--- config.mk ---
export PLATFORM = sky130hd
export DESIGN_NAME = rtag_table_loader
export DESIGN_NICKNAME = d
export VERILOG_FILES = /design/src/rtl/tcfg_pkg.sv /design/src/rtl/tcfg_slot_decode.sv /design/src/rtl/tcfg_lane_pick.sv /design/src/rtl/tcfg_slot_reg.sv /design/src/rtl/rtag_table_loader.sv
export SDC_FILE = /design/constraint.sdc
export NUM_CORES = 1
export LEC_CHECK = 0
export BUFFER_PORTS_ARGS = -buffer_cell sky130_fd_sc_hd__buf_2
export CAP_MARGIN = 20
export CORE_MARGIN = 2
export CORE_UTILIZATION = 57
export DETAILED_ROUTE_END_ITERATION = 16
export HOLD_SLACK_MARGIN = 0.06
export PLACE_DENSITY = 0.83
export RECOVER_POWER = 100
export SYNTH_ARGS = -nofsm -noshare
export SYNTH_HDL_FRONTEND = slang
export SYNTH_SLANG_ARGS = --single-unit
--- constraint.sdc ---
create_clock -name clk -period 2.9 [get_ports clk]
set_clock_uncertainty 0.2 [all_clocks]
set_input_delay 0.145 -clock clk [delete_from_list [all_inputs] [get_ports clk]]
set_output_delay 0.145 -clock clk [all_outputs]
set_load 0.005 [all_outputs]
--- src/rtl/tcfg_pkg.sv ---
package tcfg_pkg;

  // Per-slot action chosen by the decoder for one cycle
  typedef enum logic [1:0] {
    SLOT_KEEP = 2'd0,
    SLOT_LOAD = 2'd1,
    SLOT_WIPE = 2'd2
  } slot_op_e;

endpackage

--- src/rtl/tcfg_slot_decode.sv ---
module tcfg_slot_decode
  import tcfg_pkg::*;
#(
  parameter int SLOTS        = 16,
  parameter int LANES        = 4,
  parameter int NARROW_LANES = 2,
  parameter int PORT_W       = 3,
  parameter int IDX_W        = 4,
  parameter int LANE_W       = 2
) (
  input  logic                          wr_en,
  input  logic                          wide,
  input  logic [PORT_W-1:0]             port,
  output slot_op_e                      op_o   [SLOTS],
  output logic [SLOTS-1:0][LANE_W-1:0]  lane_o
);

  // Wide enough that base + span never wraps
  localparam int CMP_W = IDX_W + 2;

  logic [CMP_W-1:0] base_w;
  logic [CMP_W-1:0] span_w;
  logic [CMP_W-1:0] limit_w;

  assign base_w  = CMP_W'(port) * CMP_W'(NARROW_LANES);
  assign span_w  = wide ? CMP_W'(LANES) : CMP_W'(NARROW_LANES);
  assign limit_w = base_w + span_w;

  for (genvar s = 0; s < SLOTS; s++) begin : g_slot
    localparam logic [CMP_W-1:0] SLOT_POS = CMP_W'(s);
    logic [LANE_W-1:0] offs;

    assign offs = LANE_W'(SLOT_POS - base_w);

    always_comb begin
      op_o[s]   = SLOT_KEEP;
      lane_o[s] = '0;
      if (wr_en && (SLOT_POS >= base_w)) begin
        if (SLOT_POS < limit_w) begin
          op_o[s]   = SLOT_LOAD;
          lane_o[s] = offs;
        end else begin
          op_o[s] = SLOT_WIPE;
        end
      end
    end
  end

endmodule

--- src/rtl/tcfg_lane_pick.sv ---
module tcfg_lane_pick #(
  parameter int ENTRY_W = 16,
  parameter int LANES   = 4,
  parameter int LANE_W  = 2
) (
  input  logic [LANES*ENTRY_W-1:0] data_i,
  input  logic [LANE_W-1:0]        sel_i,
  output logic [ENTRY_W-1:0]       entry_o
);

  logic [ENTRY_W-1:0] lane_arr [LANES];

  for (genvar k = 0; k < LANES; k++) begin : g_lane
    assign lane_arr[k] = data_i[k*ENTRY_W +: ENTRY_W];
  end

  assign entry_o = lane_arr[sel_i];

endmodule

--- src/rtl/tcfg_slot_reg.sv ---
module tcfg_slot_reg
  import tcfg_pkg::*;
#(
  parameter int ENTRY_W = 16
) (
  input  logic               clk,
  input  logic               rst_n,
  input  slot_op_e           op_i,
  input  logic [ENTRY_W-1:0] load_i,
  output logic [ENTRY_W-1:0] entry_q,
  output logic               valid_q
);

  always_ff @(posedge clk or negedge rst_n) begin
    if (!rst_n) begin
      entry_q <= '0;
      valid_q <= 1'b0;
    end else begin
      unique case (op_i)
        SLOT_LOAD: begin
          entry_q <= load_i;
          valid_q <= |load_i;
        end
        SLOT_WIPE: begin
          entry_q <= '0;
          valid_q <= 1'b0;
        end
        default: begin
          entry_q <= entry_q;
          valid_q <= valid_q;
        end
      endcase
    end
  end

endmodule

--- src/rtl/rtag_table_loader.sv ---
module rtag_table_loader
  import tcfg_pkg::*;
#(
  parameter int SLOTS   = 16,
  parameter int ENTRY_W = 16,
  parameter int PORTS   = 8,
  parameter int DATA_W  = 64
) (
  input  logic                       clk,
  input  logic                       rst_n,
  input  logic                       wide_mode,
  input  logic                       wr_valid,
  output logic                       wr_ready,
  input  logic [$clog2(PORTS)-1:0]   wr_port,
  input  logic [DATA_W-1:0]          wr_data,
  output logic [SLOTS*ENTRY_W-1:0]   tbl_entries,
  output logic [SLOTS-1:0]           tbl_valid,
  input  logic [$clog2(SLOTS)-1:0]   rd_idx,
  output logic [ENTRY_W-1:0]         rd_entry,
  output logic                       rd_valid
);

  localparam int PORT_W       = $clog2(PORTS);
  localparam int IDX_W        = $clog2(SLOTS);
  localparam int LANES        = DATA_W / ENTRY_W;
  localparam int NARROW_LANES = LANES / 2;
  localparam int LANE_W       = (LANES > 1) ? $clog2(LANES) : 1;

  slot_op_e                     slot_op  [SLOTS];
  logic [SLOTS-1:0][LANE_W-1:0] slot_lane;
  logic [ENTRY_W-1:0]           slot_load [SLOTS];
  logic [ENTRY_W-1:0]           slot_q    [SLOTS];
  logic                         wr_fire;

  // No back-pressure: every valid cycle out of reset is a transfer
  assign wr_ready = rst_n;
  assign wr_fire  = wr_valid && wr_ready;

  tcfg_slot_decode #(
    .SLOTS        (SLOTS),
    .LANES        (LANES),
    .NARROW_LANES (NARROW_LANES),
    .PORT_W       (PORT_W),
    .IDX_W        (IDX_W),
    .LANE_W       (LANE_W)
  ) u_decode (
    .wr_en  (wr_fire),
    .wide   (wide_mode),
    .port   (wr_port),
    .op_o   (slot_op),
    .lane_o (slot_lane)
  );

  for (genvar s = 0; s < SLOTS; s++) begin : g_slot
    tcfg_lane_pick #(
      .ENTRY_W (ENTRY_W),
      .LANES   (LANES),
      .LANE_W  (LANE_W)
    ) u_pick (
      .data_i  (wr_data),
      .sel_i   (slot_lane[s]),
      .entry_o (slot_load[s])
    );

    tcfg_slot_reg #(
      .ENTRY_W (ENTRY_W)
    ) u_reg (
      .clk     (clk),
      .rst_n   (rst_n),
      .op_i    (slot_op[s]),
      .load_i  (slot_load[s]),
      .entry_q (slot_q[s]),
      .valid_q (tbl_valid[s])
    );

    assign tbl_entries[s*ENTRY_W +: ENTRY_W] = slot_q[s];
  end

  // Combinational indexed read
  assign rd_entry = slot_q[rd_idx];
  assign rd_valid = tbl_valid[rd_idx];

endmodule

; ---- After elaboration in Yosys (flattened, before gate mapping)
; Cells that the tools add are included.
[word_totals]
register_bits = 272
latch_bits = 0
mem_bits_rw = 0
rom_bits = 0
output_inout_bits = 290
word_cells = 347
memories = 0
[classes]
add_sub_neg = 17
n_mul = 0
n_div = 0
magnitude_cmp = 50
eq_ne = 32
shifts = 0
mux = 150
n_bitwise = 17
reduce_logical = 49
[op_table]
columns = operator, count
row1 = 16-bit two-way mux, 34
row2 = 16-bit binary-select mux with 2-bit select, 16
row3 = 16-bit case mux with 2 select lines, 16
row4 = 16-bit OR reduction, 16
row5 = 2-bit two-way mux, 64
row6 = 16-bit binary-select mux with 4-bit select, 1
row7 = 3-bit greater-or-equal comparator (second input constant), 16
row8 = 4-bit by 6-bit < comparator with 1-bit output (first input constant), 8
row9 = 2-bit NOT with 3-bit output, 16
row10 = 2-bit by 1-bit equality test with 1-bit output (second input constant), 16
row11 = 2-bit equality test (second input constant), 16
row12 = 4-bit greater-or-equal comparator (first input constant), 8
row13 = 1-bit case mux with 2 select lines, 16
row14 = 2-bit nonzero test, 16
row15 = 3-bit by 6-bit < comparator with 1-bit output (first input constant), 4
row16 = 1-bit logical AND, 17
row17 = 3-bit by 4-bit greater-or-equal comparator with 1-bit output (first input constant), 4
row18 = 1-bit by 2-bit subtractor with 2-bit output (first input constant), 8
row19 = 2-bit subtractor (first input constant), 8
row20 = 1-bit by 6-bit < comparator with 1-bit output (first input constant), 2
row21 = 2-bit by 6-bit < comparator with 1-bit output (first input constant), 2
row22 = 1-bit by 4-bit greater-or-equal comparator with 1-bit output (first input constant), 2
row23 = 2-bit by 4-bit greater-or-equal comparator with 1-bit output (first input constant), 2
row24 = 4-bit by 3-bit adder with 5-bit output, 1
row25 = other kinds (6), 6

; ---- Logic depth before layout (Yosys ltp)
[depth]
depth_word = 11
ltp_mapped = 11

; ---- By module
; From an unflattened synthesis, not the netlist that was laid out.
[hier_totals]
hier_cells = 1835
area_unflattened_um2 = 21799.7
[by_module_without_submodules]
columns = mod, instances, cells_each, area_per_inst_um2, seq_area_each_um2
row1 = tcfg_slot_reg, 16, 79, 770.7, 425.4
row2 = tcfg_lane_pick, 16, 20, 424.2, 0.0
row3 = rtag_table_loader, 1, 148, 2033.2, 0.0
row4 = tcfg_slot_decode, 1, 103, 648.1, 0.0

; ---- Least setup slack after synthesis
; No wires, ideal clock.
[synth_path]
path_type = input to register
start = input wide_mode
end = register g_slot[8].u_reg.entry_q[0]
setup_time_ns = 0.129
t_arrival_ns = 2.011
slack_ns = 0.560
stages = 11
path_buffers = 2
cell_sequence = inv_1 > ha_1 > inv_1 > fa_1 > nor2b_1 > o21ai_0 > a21oi_1 > or2_1 > clkbuf_1 > buf_2 > o21ai_0
[synth_between]
elab_chain_len = 10
word_cells_on_any_way = 15
cone_classes = add/sub: 1 / order compare: 1 / eq/ne: 2 / mux: 9 / bitwise: 1 / reduce/logical: 1
[synth_rtl]
columns = element, line
row1 = from (decl), rtag_table_loader.sv:11  ; input logic wide_mode,
row2 = 3-bit two-way mux (*), tcfg_slot_decode.sv:26  ; assign span_w = wide ? CMP_W'(LANES) : CMP_W'(NARROW_LANES);
row3 = 4-bit by 3-bit adder with 5-bit output (*), tcfg_slot_decode.sv:27  ; assign limit_w = base_w + span_w;
row4 = 4-bit by 6-bit < comparator with 1-bit output (*), tcfg_slot_decode.sv:39  ; if (SLOT_POS < limit_w) begin
row5 = 2-bit two-way mux, tcfg_slot_decode.sv:39
row6 = 2-bit two-way mux, tcfg_slot_decode.sv:38  ; if (wr_en && (SLOT_POS >= base_w)) begin
row7 = 2-bit NOT with 3-bit output (not written as such), tcfg_lane_pick.sv:17  ; assign entry_o = lane_arr[sel_i];
row8 = 16-bit binary-select mux with 2-bit select, tcfg_lane_pick.sv:17
row9 = 16-bit two-way mux (not written as such) (2 in a row), tcfg_lane_pick.sv:17
row10 = 16-bit case mux with 2 select lines, tcfg_slot_reg.sv:19  ; unique case (op_i)
row11 = to (signal assigned), tcfg_slot_reg.sv:21  ; entry_q <= load_i;
row12 = to (signal assigned), tcfg_slot_reg.sv:29  ; entry_q <= entry_q;
row13 = to (decl), tcfg_slot_reg.sv:10  ; output logic [ENTRY_W-1:0] entry_q,
; Every way passes the cells marked *; elsewhere a longest branch is shown, timed or not. The select of a mux whose other input is x is not followed.
; A chain may end at the register's enable or synchronous reset.

; ---- Worst setup path in the final report
[layout_path]
start = input wr_port[2]
end = register g_slot[3].u_reg.entry_q[3]
[layout_between]
elab_chain_len = 9
word_cells_on_any_way = 16
cone_classes = add/sub: 1 / order compare: 2 / eq/ne: 2 / mux: 8 / bitwise: 1 / reduce/logical: 2
[layout_rtl]
columns = element, line
row1 = from (decl), rtag_table_loader.sv:14  ; input logic [$clog2(PORTS)-1:0] wr_port,
row2 = 4-bit by 3-bit adder with 5-bit output, tcfg_slot_decode.sv:27
row3 = 2-bit by 6-bit < comparator with 1-bit output, tcfg_slot_decode.sv:39
row4 = 2-bit two-way mux, tcfg_slot_decode.sv:39
row5 = 2-bit two-way mux, tcfg_slot_decode.sv:38
row6 = 2-bit NOT with 3-bit output (not written as such), tcfg_lane_pick.sv:17
row7 = 16-bit binary-select mux with 2-bit select, tcfg_lane_pick.sv:17
row8 = 16-bit two-way mux (not written as such) (2 in a row), tcfg_lane_pick.sv:17
row9 = 16-bit case mux with 2 select lines, tcfg_slot_reg.sv:19
row10 = to (signal assigned), tcfg_slot_reg.sv:21
row11 = to (signal assigned), tcfg_slot_reg.sv:29
row12 = to (decl), tcfg_slot_reg.sv:10
; Parallel ways exist; a longest one is shown, timed or not. The select of a mux whose other input is x is not followed.

==> results.txt <==
Entering global routing, the biggest net connects 184 pins. The tools report the floorplan core area as 0.02326 sq mm. The number of synthesized flops with an enable pin is 0.

Summing all placed instances gives a cell area of 0.01530 sq mm. The cell family contributing the most delay on the critical path is buffers and inverters. Summing the areas of all compound-gate instances in the mapped netlist gives 14.06% of the synthesized area.

The number of gates given a new drive strength after cts was 0; the clock-pin slew on the worst setup and hold paths was 0.07 ns. The critical path data arrival time came out at 3.06 ns. At the worst endpoint, the required time is 3.20 ns. Of the available clock period, the critical path in the final layout requires 95.16%. The number of buffers added for setup after CTS was 0. Setup violations remaining at the end of the flow were counted as 0.

No sink is reached through more buffers than the 3 on the longest clock path. Clock buffer count from CTS: 28. The logs give 1 for the number of antenna violations at the first check in global routing and 7.849 nW for the leakage power.

The hold buffer count at cts was 83; the y dimension of the die was 157.3 microns. The flow ran to the end, but the final reports show violations. For the synthesized cell area, the log shows 0.01339 sq mm. Combinational family with the most area after synthesis: multiplexers. The number of nets in the synthesized netlist is 1246. After filler insertion, the fill cell instance count of the layout stands at 1697. The violation count after the first detailed-routing iteration is 1705. The tools report the count of H-tree levels built during CTS as 1. After legalization and detailed placement, the total HPWL measured 35130 microns. The kind of capture point of the worst setup path was a register. The synthesized netlist contains 43 unique library cells. The critical path is of the in2reg type. Once detail routing completed, the nets flagged for antenna violations numbered 0. The die covers 0.02474 sq mm.

In the synthesized netlist, mux cells make up 20.27% of the area. In the synthesized netlist the dominant register cell turns out to be sky130_fd_sc_hd__dfrtp_1. The maximum frequency from static timing analysis is 0.3624 GHz.

The class of the worst hold path is in2reg. The tool flagged a number of max-cap violations equal to 0. The area growth from synthesis to layout is 26.43%. The run gives 0 as the final count of hold timing violations.

The routed design could run at a clock period as short as 2.760 ns. The checks that failed: max-slew violations. The number of I/O port buffers came out at 364.

The slowest stage of the critical path is the sky130_fd_sc_hd__dlygate4sd3_1 cell. Root buffer cell: sky130_fd_sc_hd__clkbuf_16. For this run, asynchronously set or reset flops after synthesis account for 100.0%. The worst-case headroom to the max-slew limit came out at -0.1511%. The run gives 0.01693 sq mm as the design area.

The Yosys step of the flow raised 0 warnings. The first global-routing pass estimated 75580 microns of wire. Together, buffers and inverters on the worst path number 5. Setup repair after global routing left no endpoint under its margin.

Summing the areas of all xor and xnor instances in the mapped netlist gives 0% of the synthesized area. Along the worst path, the maximum fanout reaches 48. TritonCTS built the clock tree.

The cell repeated most along the worst path was sky130_fd_sc_hd__dlygate4sd3_1. The number of max-slew violations in the final report was 29; the area share of fa/ha/maj cells after synthesis was 0.3363%. Average wire length per cell after detail routing: 27.19 microns. The worst setup path is launched from an input port. The fraction of layout instances using a drive strength above 1 came out at 22.88%.

The highest ir drop seen on vdd is 0.4173 mV. The later pin in the worst-skew pair is clocked with a latency of 0.55 ns. Summed over all failing endpoints, the final setup total negative slack is 0 ns.

For this configuration, the core starts out at a cell density of 57.57%. Final hold analysis gives a worst-case slack of 0.09320 ns. In this run the power density over the cells is 673.3 mW/mm^2.

The critical path goes through dlygate4sd3_1 > buf_2 > nand3b_4 > or3_2 > buf_4 > nor2_4 > a222oi_1 > dlygate4sd3_1 > inv_1. Synthesis inferred 272 register bits. The top-level I/O count is 365.

The floorplan step set the die width to 157.3 microns. In the layout the commonest cells are 272 x sky130_fd_sc_hd__dfrtp_1, 234 x sky130_fd_sc_hd__nand2_1, 190 x sky130_fd_sc_hd__buf_2. Global routing finished with a remaining overflow of 0.

Each instance of the synthesized netlist takes up on average 11.47 sq um. The simple logic cell fraction of the synthesized area was 9.473%; the number of clock sinks was 272. The via count of the first global-routing pass is 12.32k, and the total iterations of the first detailed-routing run is 6. For this run, the total global-route usage over all layers was measured as 41.27%.

The commonest non-fill, non-tap cell in the layout was sky130_fd_sc_hd__dfrtp_1. The peak per-stage delay on the critical path works out to 0.61 ns. At the pin with the least slew margin, the transition time is 1.502 ns.

The logs give 0 for the DRC violations left and 50.82% for the part of the Yosys area used for sequential elements. For this block, the routed nets add up to 51600 microns of wire. The congestion estimate from routability-driven global placement came to 0.9630. In this run the core area contains 56 standard-cell rows.

After detailed routing, the number of vias per cell comes to 6.598. For this block, the via count after detailed routing is 12.52k. Synthesis handed over a netlist of 1168 instances. The number of nets in the layout is 1634.
-- cell usage after synthesis (2+ instances only) --
library cell,instances,area share (%)
sky130_fd_sc_hd__clkbuf_1,52,1.5
sky130_fd_sc_hd__buf_6,11,0.92
sky130_fd_sc_hd__a21oi_1,11,0.41
sky130_fd_sc_hd__nor3_1,12,0.45
sky130_fd_sc_hd__mux2i_1,80,6.0
sky130_fd_sc_hd__o31ai_1,68,3.8
sky130_fd_sc_hd__o21ai_1,77,2.9
sky130_fd_sc_hd__nand4_1,3,0.14
sky130_fd_sc_hd__a22o_1,34,2.2
sky130_fd_sc_hd__mux4_2,85,14
sky130_fd_sc_hd__a21o_1,4,0.22
sky130_fd_sc_hd__buf_2,32,1.2
sky130_fd_sc_hd__nor2_1,12,0.34
sky130_fd_sc_hd__nor3_2,2,0.15
sky130_fd_sc_hd__dfrtp_1,272,51
sky130_fd_sc_hd__nor4_1,15,0.70
sky130_fd_sc_hd__nand2_1,234,6.6
sky130_fd_sc_hd__ha_1,2,0.19
sky130_fd_sc_hd__buf_1,4,0.11
sky130_fd_sc_hd__inv_1,14,0.39
sky130_fd_sc_hd__buf_4,17,0.95
sky130_fd_sc_hd__or2_1,3,0.14
sky130_fd_sc_hd__nand3_1,7,0.26
sky130_fd_sc_hd__and2_1,2,0.093
sky130_fd_sc_hd__a32oi_1,2,0.13
sky130_fd_sc_hd__a222oi_1,8,0.60
sky130_fd_sc_hd__o21ai_0,89,3.3
-- layout make-up --
class	instances	area, sq um	area share, %
antenna	1	2.502	0.01478
clock buffer	31	732.0	4.323
clock inverter	21	279.0	1.648
inverter	14	52.55	0.3104
multi-input combinational	766	5914	34.93
sequential	272	6807	40.20
tap	319	399.1	2.357
timing repair buffer	474	2746	16.22
-- power breakdown --
group | internal (mW) | total, mW | switching, mW
Clock | 2.29 | 3.93 | 1.64
Combinational | 1.14 | 2.49 | 1.35
Sequential | 4.37 | 4.97 | 0.606
-- final timing paths --
path / start / endpoint / slack [ns] / cells after the start
max reg2reg: g_slot[3].u_reg.entry_q[3] / g_slot[3].u_reg.entry_q[3] / 1.11 / 3
max: wr_port[2] / g_slot[3].u_reg.entry_q[3] / 0.14 / 9
max in group asynchronous: rst_n / g_slot[7].u_reg.entry_q[13] / 0.80 / 5
min reg2reg: g_slot[11].u_reg.entry_q[10] / g_slot[11].u_reg.entry_q[10] / 0.31 / 2
min in group asynchronous: rst_n / g_slot[2].u_reg.entry_q[5] / 0.25 / 3
min: wr_port[1] / g_slot[3].u_reg.valid_q / 0.09 / 5
-- worst reg2reg max path, stage by stage, from the launching register on --
cell and delay, ns:
sky130_fd_sc_hd__dfrtp_1 0.44, sky130_fd_sc_hd__a222oi_1 0.39, sky130_fd_sc_hd__dlygate4sd3_1 0.62, sky130_fd_sc_hd__inv_1 0.04
-- cells by family (layout without fill, tap and decap cells) --
logic type	count (synthesis)	after routing
buf+inv	130	540
simple gates	299	299
other cells	0	1
flops	272	272
fa+ha+maj	3	3
mux	165	165
compound gates	299	299
-- layer usage --
| layer | GRT usage, % | vias up | wire length [microns] | part of all wire, % |
|---|---|---|---|---|
| li1 | - | 5056 | - | - |
| met5 | 0 | - | 13 | 0.025 |
| met2 | 62.07 | 1045 | 23340 | 45 |
| met3 | 10.32 | 189 | 6292 | 12 |
| met4 | 18.61 | 2 | 2659 | 5.2 |
| met1 | 57.37 | 6231 | 19300 | 37 |
-- sequential cells by signal (all words and copies together) (netlist names) --
name	cells
g_slot.u_reg.valid_q	16
g_slot.u_reg.entry_q	256
-- stage by stage --
step / instances / setup slack [ns] / power (mW) / utilization [%]
2_1_floorplan: 1168 / 0.5605 / 6.052 / -
3_3_place_gp: 1760 / 0.3588 / 7.279 / 65.77
3_5_place_dp: 1760 / 0.3010 / 7.394 / 65.77
4_1_cts: 1895 / 0.2459 / 11.40 / 73.69
5_1_grt: 1897 / 0.03544 / 11.77 / 72.78
6_report: 1898 / 0.1405 / 11.40 / 72.79
No activity file was read; power rests on OpenSTA's default activity.
